## src/rtl/pm_wake_pkg.sv

```systemverilog
package pm_wake_pkg;

    typedef enum logic [2:0] {
        PS_D0U = 3'd0,
        PS_D0A = 3'd1,
        PS_D1  = 3'd2,
        PS_D2  = 3'd3,
        PS_D3  = 3'd4
    } pm_state_e;

    localparam int unsigned FIELD_W = 2;

    localparam logic [FIELD_W-1:0] FLD_D0 = 2'b00;
    localparam logic [FIELD_W-1:0] FLD_D1 = 2'b01;
    localparam logic [FIELD_W-1:0] FLD_D2 = 2'b10;
    localparam logic [FIELD_W-1:0] FLD_D3 = 2'b11;

    // Sleep state for a nonzero field value; 00 maps to the active substate
    function automatic pm_state_e field_to_state(input logic [FIELD_W-1:0] f);
        pm_state_e s;
        case (f)
            FLD_D1:  s = PS_D1;
            FLD_D2:  s = PS_D2;
            FLD_D3:  s = PS_D3;
            default: s = PS_D0A;
        endcase
        return s;
    endfunction

endpackage

```

## src/rtl/pm_state_fsm.sv

```systemverilog
module pm_state_fsm
    import pm_wake_pkg::*;
#(
    parameter int unsigned NUM_BARS = 3
) (
    input  logic                clk,
    input  logic                por_n,
    input  logic                ps_wr_en,
    input  logic [FIELD_W-1:0]  ps_wr_data,
    input  logic [NUM_BARS-1:0] bar_wr,
    output pm_state_e           cur_st
);

    pm_state_e nxt_st;
    logic      bar_any;
    logic      sleep_req;

    assign bar_any   = |bar_wr;
    assign sleep_req = ps_wr_en && (ps_wr_data != FLD_D0);

    // State register
    always_ff @(posedge clk or negedge por_n) begin
        if (!por_n) begin
            cur_st <= PS_D0U;
        end else begin
            cur_st <= nxt_st;
        end
    end

    // Transition selection
    always_comb begin
        nxt_st = cur_st;
        unique case (cur_st)
            PS_D0U: begin
                if (sleep_req) begin
                    nxt_st = field_to_state(ps_wr_data);
                end else if (bar_any) begin
                    nxt_st = PS_D0A;
                end
            end
            PS_D0A: begin
                if (sleep_req) begin
                    nxt_st = field_to_state(ps_wr_data);
                end
            end
            PS_D1: begin
                if (ps_wr_en) begin
                    case (ps_wr_data)
                        FLD_D0:  nxt_st = PS_D0A;
                        FLD_D2:  nxt_st = PS_D2;
                        FLD_D3:  nxt_st = PS_D3;
                        default: nxt_st = PS_D1;
                    endcase
                end
            end
            PS_D2: begin
                if (ps_wr_en) begin
                    case (ps_wr_data)
                        FLD_D0:  nxt_st = PS_D0A;
                        FLD_D3:  nxt_st = PS_D3;
                        default: nxt_st = PS_D2;
                    endcase
                end
            end
            PS_D3: begin
                if (ps_wr_en && (ps_wr_data == FLD_D0)) begin
                    nxt_st = PS_D0U;
                end
            end
            default: nxt_st = PS_D0U;
        endcase
    end


    program_to_active_chk: assert property (@(posedge clk) disable iff (!por_n)
        (cur_st == PS_D0U && bar_any && !sleep_req) |=> (cur_st == PS_D0A));


    d3_exit_only_d0_chk: assert property (@(posedge clk) disable iff (!por_n)
        (cur_st == PS_D3 && !(ps_wr_en && ps_wr_data == FLD_D0)) |=> (cur_st == PS_D3));


    cold_return_uninit_chk: assert property (@(posedge clk) disable iff (!por_n)
        (cur_st == PS_D3 && ps_wr_en && ps_wr_data == FLD_D0) |=> (cur_st == PS_D0U));

endmodule

```

## src/rtl/pm_wake_detect.sv

```systemverilog
module pm_wake_detect
    import pm_wake_pkg::*;
(
    input  logic      clk,
    input  logic      por_n,
    input  pm_state_e cur_st,
    input  logic      pkt_match,
    input  logic      link_chg,
    input  logic      aux_pwr,
    input  logic      sts_clr,
    output logic      wake_sts
);

    logic can_wake;
    logic wake_evt;

    // Which states may raise a wake
    always_comb begin
        unique case (cur_st)
            PS_D1, PS_D2: can_wake = 1'b1;
            PS_D3:        can_wake = aux_pwr;
            default:      can_wake = 1'b0;
        endcase
    end

    assign wake_evt = can_wake && (pkt_match || link_chg);

    // Sticky status, event wins over clear
    always_ff @(posedge clk or negedge por_n) begin
        if (!por_n) begin
            wake_sts <= 1'b0;
        end else if (wake_evt) begin
            wake_sts <= 1'b1;
        end else if (sts_clr) begin
            wake_sts <= 1'b0;
        end
    end


    no_wake_at_full_power_chk: assert property (@(posedge clk) disable iff (!por_n)
        ((cur_st == PS_D0U || cur_st == PS_D0A) && !wake_sts) |=> !wake_sts);


    d3_needs_aux_chk: assert property (@(posedge clk) disable iff (!por_n)
        (cur_st == PS_D3 && !aux_pwr && !wake_sts) |=> !wake_sts);


    status_sticky_chk: assert property (@(posedge clk) disable iff (!por_n)
        (wake_sts && !sts_clr) |=> wake_sts);

endmodule

```

## src/rtl/pm_out_decode.sv

```systemverilog
module pm_out_decode
    import pm_wake_pkg::*;
(
    input  pm_state_e          cur_st,
    input  logic               wake_sts,
    input  logic               wake_en,
    output logic [FIELD_W-1:0] pstate,
    output logic               d0_active,
    output logic               bus_txn_ok,
    output logic               pme_n
);

    // Output process
    always_comb begin
        pstate     = FLD_D0;
        d0_active  = 1'b0;
        bus_txn_ok = 1'b0;
        unique case (cur_st)
            PS_D0U: begin
                bus_txn_ok = 1'b1;
            end
            PS_D0A: begin
                d0_active  = 1'b1;
                bus_txn_ok = 1'b1;
            end
            PS_D1:  pstate = FLD_D1;
            PS_D2:  pstate = FLD_D2;
            PS_D3:  pstate = FLD_D3;
            default: begin
                pstate = FLD_D0;
            end
        endcase
        pme_n = !(wake_sts && wake_en);
    end

endmodule

```

## src/rtl/pm_wake_ctrl.sv

```systemverilog
module pm_wake_ctrl
    import pm_wake_pkg::*;
#(
    parameter int unsigned NUM_BARS = 3
) (
    input  logic                clk,
    input  logic                por_n,
    input  logic                ps_wr_en,
    input  logic [1:0]          ps_wr_data,
    input  logic [NUM_BARS-1:0] bar_wr,
    input  logic                pkt_match,
    input  logic                link_chg,
    input  logic                aux_pwr,
    input  logic                wake_en,
    input  logic                sts_clr,
    output logic [1:0]          pstate,
    output logic                d0_active,
    output logic                bus_txn_ok,
    output logic                pme_n
);

    pm_state_e cur_st;
    logic      wake_sts;

    pm_state_fsm #(.NUM_BARS(NUM_BARS)) u_fsm (
        .clk        (clk),
        .por_n      (por_n),
        .ps_wr_en   (ps_wr_en),
        .ps_wr_data (ps_wr_data),
        .bar_wr     (bar_wr),
        .cur_st     (cur_st)
    );

    pm_wake_detect u_wake (
        .clk       (clk),
        .por_n     (por_n),
        .cur_st    (cur_st),
        .pkt_match (pkt_match),
        .link_chg  (link_chg),
        .aux_pwr   (aux_pwr),
        .sts_clr   (sts_clr),
        .wake_sts  (wake_sts)
    );

    pm_out_decode u_out (
        .cur_st     (cur_st),
        .wake_sts   (wake_sts),
        .wake_en    (wake_en),
        .pstate     (pstate),
        .d0_active  (d0_active),
        .bus_txn_ok (bus_txn_ok),
        .pme_n      (pme_n)
    );


    sleep_closes_gate_chk: assert property (@(posedge clk) disable iff (!por_n)
        (bus_txn_ok && ps_wr_en && ps_wr_data != FLD_D0) |=> !bus_txn_ok);


    pme_held_chk: assert property (@(posedge clk) disable iff (!por_n)
        (!pme_n && !sts_clr && wake_en) |=> (!pme_n || !wake_en));


    gate_follows_field_chk: assert property (@(posedge clk) disable iff (!por_n)
        (ps_wr_en && ps_wr_data == FLD_D0 && pstate != FLD_D0) |=> bus_txn_ok);

endmodule

```

## config.mk

```make
export PLATFORM = sky130hd
export DESIGN_NAME = pm_wake_ctrl
export DESIGN_NICKNAME = d
export VERILOG_FILES = /design/src/rtl/pm_wake_pkg.sv /design/src/rtl/pm_state_fsm.sv /design/src/rtl/pm_wake_detect.sv /design/src/rtl/pm_out_decode.sv /design/src/rtl/pm_wake_ctrl.sv
export SDC_FILE = /design/constraint.sdc
export NUM_CORES = 1
export LEC_CHECK = 0
export BUFFER_PORTS_ARGS = -buffer_cell sky130_fd_sc_hd__clkbuf_2
export CORE_AREA = 2 2 39 41
export CTS_BUF_LIST = sky130_fd_sc_hd__clkbuf_8
export CTS_CLUSTER_SIZE = 16
export DETAILED_ROUTE_END_ITERATION = 10
export DIE_AREA = 0 0 41 43
export PLACE_DENSITY = 0.53
export RECOVER_POWER = 50
export SETUP_SLACK_MARGIN = 0.3
export SKIP_CTS_REPAIR_TIMING = 1
export SLEW_MARGIN = 40
export SYNTH_ARGS = -nofsm -noshare
export SYNTH_HDL_FRONTEND = slang
export SYNTH_SLANG_ARGS = --single-unit
```

## constraint.sdc

```tcl
create_clock -name clk -period 1.8 [get_ports clk]
set_input_delay 0.54 -clock clk [delete_from_list [all_inputs] [get_ports clk]]
set_output_delay 0.54 -clock clk [all_outputs]
set_load 0.02 [all_outputs]
```

==> summary.md, run 1 <==
| Metric | Value |
|---|---|
| Crit path capture type | `output port` |
| Post-layout util | `0.383` |
| Clock Pin Slew Worst Setup and Hold Paths | `roughly 0.030 ns` |
| First-iteration detailed-routing DRC count | `3` |
| Initial antenna violation count | `0` |
| Buf/Inv on CP | `1` |
| Synthesized area per cell | `between 8 and 9 µm²` |
| Max VDD drop | `0.353 mV` |
| Largest net degree at the start of global routing | `9` |
| Clock H-tree levels | `1` |
| Global placement routability congestion | `0.768` |
| Synth top area cells | `dfrtp_1, ha_1, a21o_1, inv_1, nand2b_4` |
| Crit Path Max Fanout | `8` |
| Cells after Synth | `39` |
| Syn Nets | `between 50 and 60` |
| FFs w/ async S/R, synth | `1.00` |
| Area grow syn2layout | `55.3%` |
| Dpl hpwl | `between 600 and 700 µm` |
| Vias per cell | `around 4.5` |
| Height of the die | `43 µm` |
| Synth cell count leaders | `dfrtp_1, ha_1, inv_1` |
| Rel. slew slack | `0.818` |
| Die ar. | `around 1800 µm²` |
| Type of the worst setup path | `flip-flop to output port` |
| Area share of the leading cell type in the synthesized netlist | `0.293` |
| Cell family with most CP delay | `flip-flops` |
| Max-slew violations | `0` |
| Detail Route Antenna Nets | `0` |
| Share of layout cells above drive strength 1 | `0.500` |
| Post-synth top flop | `dfrtp_1` |
| WHS | `roughly 0.14 ns` |
| Hold Path Class | `input pin to async pin` |
| Worst setup margin | `approximately 0.08 ns` |
| # port buffers | `17` |
| Status | `completed` |
| Via count | `about 340` |
| R2R depth | `3` |
| DRC errors left | `0` |
| Leakage power | `0.271 nW` |
| Worst-skew pair later-pin latency | `roughly 0.21 ns` |
| Gr ovfl total | `0` |
| Number of global-route vias before repair | `about 320` |
| Arr. time, crit path | `between 1 and 1.5 ns` |
| Gr usage total | `0.102` |
| Mapped cell area | `between 300 and 400 µm²` |
| Row cnt | `14` |
| ANT cells | `0` |
| Crit path time final | `1.72 ns` |
| Sink Count | `4` |
| Core area | `~1400 µm²` |
| Setup Slack @ Placement | `about 0.18 ns` |
| Worst clock skew | `roughly 0.0028 ns` |
| Setup TNS | `0 ns` |
| Cell Pwr Density | `1030 nW/µm²` |
| FMAX | `about 580 MHz` |
| TritonCTS clock tree | `done` |
| Synth Register Bits | `4` |
| Hold Vio Cnt, Final | `0` |
| Filler cell count | `140` |
| Footprint of the multi-input gates | `~240 µm²` |
| Critical path depth | `3` |
| CTS Root Cell | `clkbuf_8` |
| Final #Nets | `79` |
| First-pass GRT wire length | `roughly 1200 µm` |
| Io pins | `18` |
| CTS buffer count | `3` |
| Yosys cell types | `23` |
| Crit-path slowest cell | `dfrtp_2` |
| Critical path required time | `1.26 ns` |
| Unrepaired setup endpoints after global routing | `yes` |
| Drt pass-1 iters | `3` |
| FF/Latch Area | `104 µm²` |
| Drt total wl | `between 700 and 800 µm` |
| Crit path cell chain | `nor3b_4, a21o_1, buf_6` |
| Routed WL per cell | `roughly 10 µm` |
| Post-synth EDFFs | `0` |
| Worst setup SP type | `flip-flop` |
| CP max stage delay | `around 0.48 ns` |
| Synth Warn # | `0` |
| Post-synthesis sequential area ratio | `0.293` |
| Max clock buf depth | `2` |
| Die extent in x | `41 µm` |
| Area leader, netlist | `dfrtp_1` |
| Max-Cap Viols | `0` |
| Setup violations, final | `0` |
| Starting Density | `0.247` |
| Fin crit share | `0.955` |
| Slew @ Worst Pin | `between 0.2 and 0.3 ns` |
==> placed cells by master, fill, tap and decap left out <==
cell      synthesis  routed
a21oi_1           1       1
clkbuf_8          0       3
nor2_4            0       1
clkbuf_2          0      13
nor2b_4           0       1
inv_1             4       4
nor2_1            3       2
nand2b_1          1       1
buf_6             0       2
nand3b_1          1       1
or3_1             1       1
xnor2_1           1       1
dfrtp_2           0       3
clkbuf_1          0       1
and2_2            0       1
a222oi_1          1       1
inv_2             1       1
nand2b_2          0       1
o21ai_0           2       2
and2_1            2       1
o22ai_1           1       1
a32o_1            1       1
buf_2             1       1
nand2_1           2       2
a21o_1            2       2
nor2b_1           2       1
ha_1              4       4
a31oi_1           1       1
buf_4             0       2
and3_1            1       1
nor3b_4           0       1
dfrtp_1           4       1
==> through the flow <==
step	power [mW]	instances	instance area, µm²
5_1_grt	0.589	76	531
4_1_cts	0.516	74	492
6_report	0.544	76	531
2_1_floorplan	0.264	39	350
3_5_place_dp	0.323	71	450
3_3_place_gp	0.323	71	450
==> logic make-up after synthesis <==
group / synth area share
simple gates: 0.282
compound gates: 0.183
buf+inv: 0.0696
fa+ha+maj: 0.147
flops: 0.293
xor+xnor: 0.0256
==> registers in the layout (all words and copies together) (netlist names) <==
register	cells
u_wake.wake_sts	1
u_fsm.cur_st	3
==> layer usage <==
metal,vias to the layer above,share of wire,GRT usage
met5,-,0,0
met3,0,0.099,0.0314
met2,15,0.47,0.156
li1,175,-,-
met4,0,0,0.0800
met1,152,0.43,0.109
==> final cells by class <==
type | instances | share of cell area
Clock buffer | 3 | 0.0778
Inverter | 5 | 0.0354
Multi-Input combinational cell | 29 | 0.443
Sequential cell | 4 | 0.196
Tap cell | 16 | 0.0377
Timing Repair Buffer | 19 | 0.210
==> final timing paths <==
kind | start | to | slack [ns]
min in group clk | sts_clr | u_wake.wake_sts | 0.53
setup reg to reg | u_fsm.cur_st[1] | u_fsm.cur_st[0] | 0.63
setup / recovery | u_fsm.cur_st[1] | pstate[1] | 0.08
hold / removal | por_n | u_wake.wake_sts | 0.14
max in group asynchronous | por_n | u_fsm.cur_st[2] | 1.47
hold reg to reg | u_wake.wake_sts | u_wake.wake_sts | 0.54
==> power breakdown <==
| part | total [mW] | internal (mW) | switching (mW) |
|---|---|---|---|
| Clock | 0.185 | 0.142 | 0.0429 |
| Sequential | 0.160 | 0.114 | 0.0458 |
| Combinational | 0.199 | 0.106 | 0.0924 |
| Total | 0.544 | 0.363 | 0.181 |
(Power assumes the default switching activity.)
==> run 2, diff against run 1 <==
--- a/config.mk
+++ b/config.mk
@@ -5,16 +5,16 @@
 export SDC_FILE = /design/constraint.sdc
 export NUM_CORES = 1
 export LEC_CHECK = 0
+export ABC_AREA = 1
 export BUFFER_PORTS_ARGS = -buffer_cell sky130_fd_sc_hd__clkbuf_2
 export CORE_AREA = 2 2 39 41
 export CTS_BUF_LIST = sky130_fd_sc_hd__clkbuf_8
 export CTS_CLUSTER_SIZE = 16
 export DETAILED_ROUTE_END_ITERATION = 10
 export DIE_AREA = 0 0 41 43
-export PLACE_DENSITY = 0.53
+export PLACE_DENSITY = 0.6
 export RECOVER_POWER = 50
 export SETUP_SLACK_MARGIN = 0.3
-export SKIP_CTS_REPAIR_TIMING = 1
 export SLEW_MARGIN = 40
 export SYNTH_ARGS = -nofsm -noshare
 export SYNTH_HDL_FRONTEND = slang
==> run 2 against run 1 <==
Effect of this change:
- non-clock buffer count increased by 11
- clock skew grew 0.0055 ns
- critical path type unchanged
- global-route usage increased by 8.1 points
- power rose to 2.6 times the previous value
- core utilization is 15 points higher
- critical path depth grew 3
- wire length is 74% higher
==> summary.md, run 2 <==
| Metric | Value |
|---|---|
| Status | `completed` |
| Final #Nets | `~120` |
| Post-synth EDFFs | `0` |
| Detail Route Antenna Nets | `0` |
| Placed Cells | `100` |
| Hold Path Class | `input pin to async pin` |
| Cell family with most CP delay | `flip-flops` |
| Cell Pwr Density | `1920 nW/µm²` |
| Synth Register Bits | `4` |
| Crit Path Max Fanout | `5` |
| Area leader, netlist | `dfrtp_1` |
| Max-Cap Viols | `0` |
| FF/Latch Area | `approximately 100 µm²` |
| Post-synthesis sequential area ratio | `0.232` |
| Worst setup margin | `roughly 0.087 ns` |
| First-pass GRT wire length | `roughly 2100 µm` |
| Cell mode on critical path | `inv_2` |
| Io pins | `18` |
| Slew @ Worst Pin | `approximately 0.24 ns` |
| FFs w/ async S/R, synth | `1.00` |
| Rel. slew slack | `0.842` |
| Buf/Inv on CP | `3` |
| Max FFs per register | `3` |
| Starting Density | `0.312` |
| Crit-path slowest cell | `dfrtp_2` |
| CTS Root Cell | `clkbuf_8` |
| Finished Layout Cells | `around 120` |
| Area grow syn2layout | `71.6%` |
| NetSw | `around 640 µW` |
| Height of the die | `43 µm` |
| Commonest non-fill, non-tap cell in the layout | `nand2_1` |
| Setup TNS | `0 ns` |
| Yosys cell types | `16` |
| Flop2flop setup slack | `approximately 0.49 ns` |
| Top reg by flops | `u_fsm.cur_st` |
| Global placement routability congestion | `roughly 0.75` |
| Synthesized area per cell | `between 6 and 7 µm²` |
| Max-slew violations | `0` |
| DRC errors left | `0` |
| WHS | `roughly 0.13 ns` |
| Gate power share | `0.729` |
| Biggest regs | `u_fsm.cur_st (3), u_wake.wake_sts (1)` |
| Syn Nets | `84` |
| Worst setup SP type | `flip-flop` |
| Area share of the leading cell type in the synthesized netlist | `0.232` |
| Routed WL per cell | `around 12 µm` |
| Unrepaired setup endpoints after global routing | `yes` |
| Share of layout cells above drive strength 1 | `0.530` |
| Arr. time, crit path | `1.17 ns` |
| Max VDD drop | `between 0.5 and 0.6 mV` |
| Setup Slack @ Placement | `about 0.13 ns` |
| Drt pass-1 iters | `4` |
| Largest net degree at the start of global routing | `6` |
| Sink Count | `4` |
| Internal power | `782 µW` |
| Clock Pin Slew Worst Setup and Hold Paths | `~0.040 ns` |
| Hold Vio Cnt, Final | `0` |
| Dpl hpwl | `a little under 800 µm` |
| # port buffers | `17` |
| Cells after Synth | `67` |
| Initial antenna violation count | `0` |
| Row cnt | `14` |
| Clock H-tree levels | `1` |
| Filler cell count | `approximately 140` |
| Drt total wl | `approximately 1400 µm` |
| Synth top area cells | `dfrtp_1, nand2_1, ha_1, inv_1, nor2_1` |
| FMAX | `slightly below 600 MHz` |
| Critical path required time | `roughly 1.3 ns` |
| Synth cell count leaders | `nand2_1, inv_1, nor2_1` |
| Crit path cell chain | `inv_2, nand2_4, nor2_4, inv_2, o21ai_2, buf_6` |
| Reg2reg end | `u_fsm.cur_st[1]` |
| Commonest non-fill, non-tap cells in the layout | `nand2_1, buf_4, clkbuf_2` |
| Count leader, synth | `nand2_1` |
| ANT cells | `0` |
| Crit path capture type | `output port` |
| TritonCTS clock tree | `done` |
| Die ar. | `1760 µm²` |
| Vias per cell | `between 4 and 5` |
| First-iteration detailed-routing DRC count | `10` |
| Synth Warn # | `0` |
| Mapped cell area | `432 µm²` |
| Gr usage total | `0.184` |
| Setup violations, final | `0` |
| Switching Share | `0.450` |
| Part of the power in registers | `0.133` |
| Gr ovfl total | `0` |
| R2R depth | `8` |
| Crit path time final | `1.71 ns` |
| Max clock buf depth | `2` |
| Worst r2r src | `u_fsm.cur_st[0]` |
| Fin crit share | `0.952` |
| Via count | `554` |
| Worst-skew pair later-pin latency | `0.23 ns` |
| Clock power share | `0.138` |
| CTS buffer count | `3` |
| Footprint of the multi-input gates | `approximately 310 µm²` |
| Die extent in x | `roughly 40 µm` |
| Post-synth top flop | `dfrtp_1` |
| Core area | `between 1000 and 1500 µm²` |
| CP max stage delay | `approximately 0.43 ns` |
| Type of the worst setup path | `flip-flop to output port` |
| Number of global-route vias before repair | `~530` |
| Setup crit start | `u_fsm.cur_st[0]` |
| Leakage power | `between 0.4 and 0.5 nW` |
| CTS Hold Bufs | `0` |
| Critical path depth | `6` |
| Worst clock skew | `0.00828 ns` |
run 2: cell count changes after synthesis, sizes merged, moves of 2 or more:
cell / change
nor2: +7
and2: -2
a21oi: +2
nor2b: -2
nand2: +19
inv: +7
nand2b: -2
o21ai: +4
nand3: +5
a21o: -2
run 2: final cells by class:
type / instances / area share
clock buffers: 3 / 0.0557
inverters: 12 / 0.0642
multi-input cells: 51 / 0.424
flip-flops and latches: 4 / 0.139
well taps: 16 / 0.0270
repair buffers: 30 / 0.291
run 2: through the flow:
| step | cell area (µm²) | total power, mW | util |
|---|---|---|---|
| floorplan | 432 | 0.615 | - |
| global placement | 537 | 0.770 | 0.388 |
| detailed placement | 537 | 0.762 | 0.388 |
| CTS | 711 | 1.28 | 0.514 |
| global route | 741 | 1.53 | 0.535 |
| finish | 741 | 1.42 | 0.535 |
run 2: logic make-up after synthesis:
logic type	Yosys count	share of synthesized area
buffers and inverters	12	0.104
AO/OA/AOI/OAI	10	0.157
adder cells (fa/ha/maj)	4	0.116
flip-flops	4	0.232
AND/OR/NAND/NOR	37	0.391
run 2: timing repair:
action	4_1_cts	5_1_grt
resized for setup	18	7
endpoints found under the hold margin	0	0
setup endpoints to repair	4	6
setup buffers	11	2
pin swaps	2	1
run 2: how the worst max path moves through the flow:
stage	slack [ns]	to
finish	0.09	pstate[1]
CTS	0.08	pstate[0]
detailed placement	0.13	pstate[1]
global placement	0.12	pstate[1]
global route	0.05	bus_txn_ok
floorplan	0.29	pstate[0]
run 2: per-layer routing:
layer	part of all wire	wire length [µm]	vias up	GRT usage
met2	0.52	698	30	0.284
met4	0.056	76	0	0.140
met5	0	0	-	0
met1	0.36	480	243	0.199
met3	0.070	95	8	0.0471
li1	-	-	273	-
run 2: power groups by stage:
stage	sequential [mW]	clock [mW]	combinational [mW]
final	0.189	0.196	1.04
after global routing	0.196	0.206	1.13
after CTS	0.184	0.198	0.898
after detailed placement	0.195	0	0.566
after global placement	0.201	0	0.569
after floorplan	0.183	0	0.433
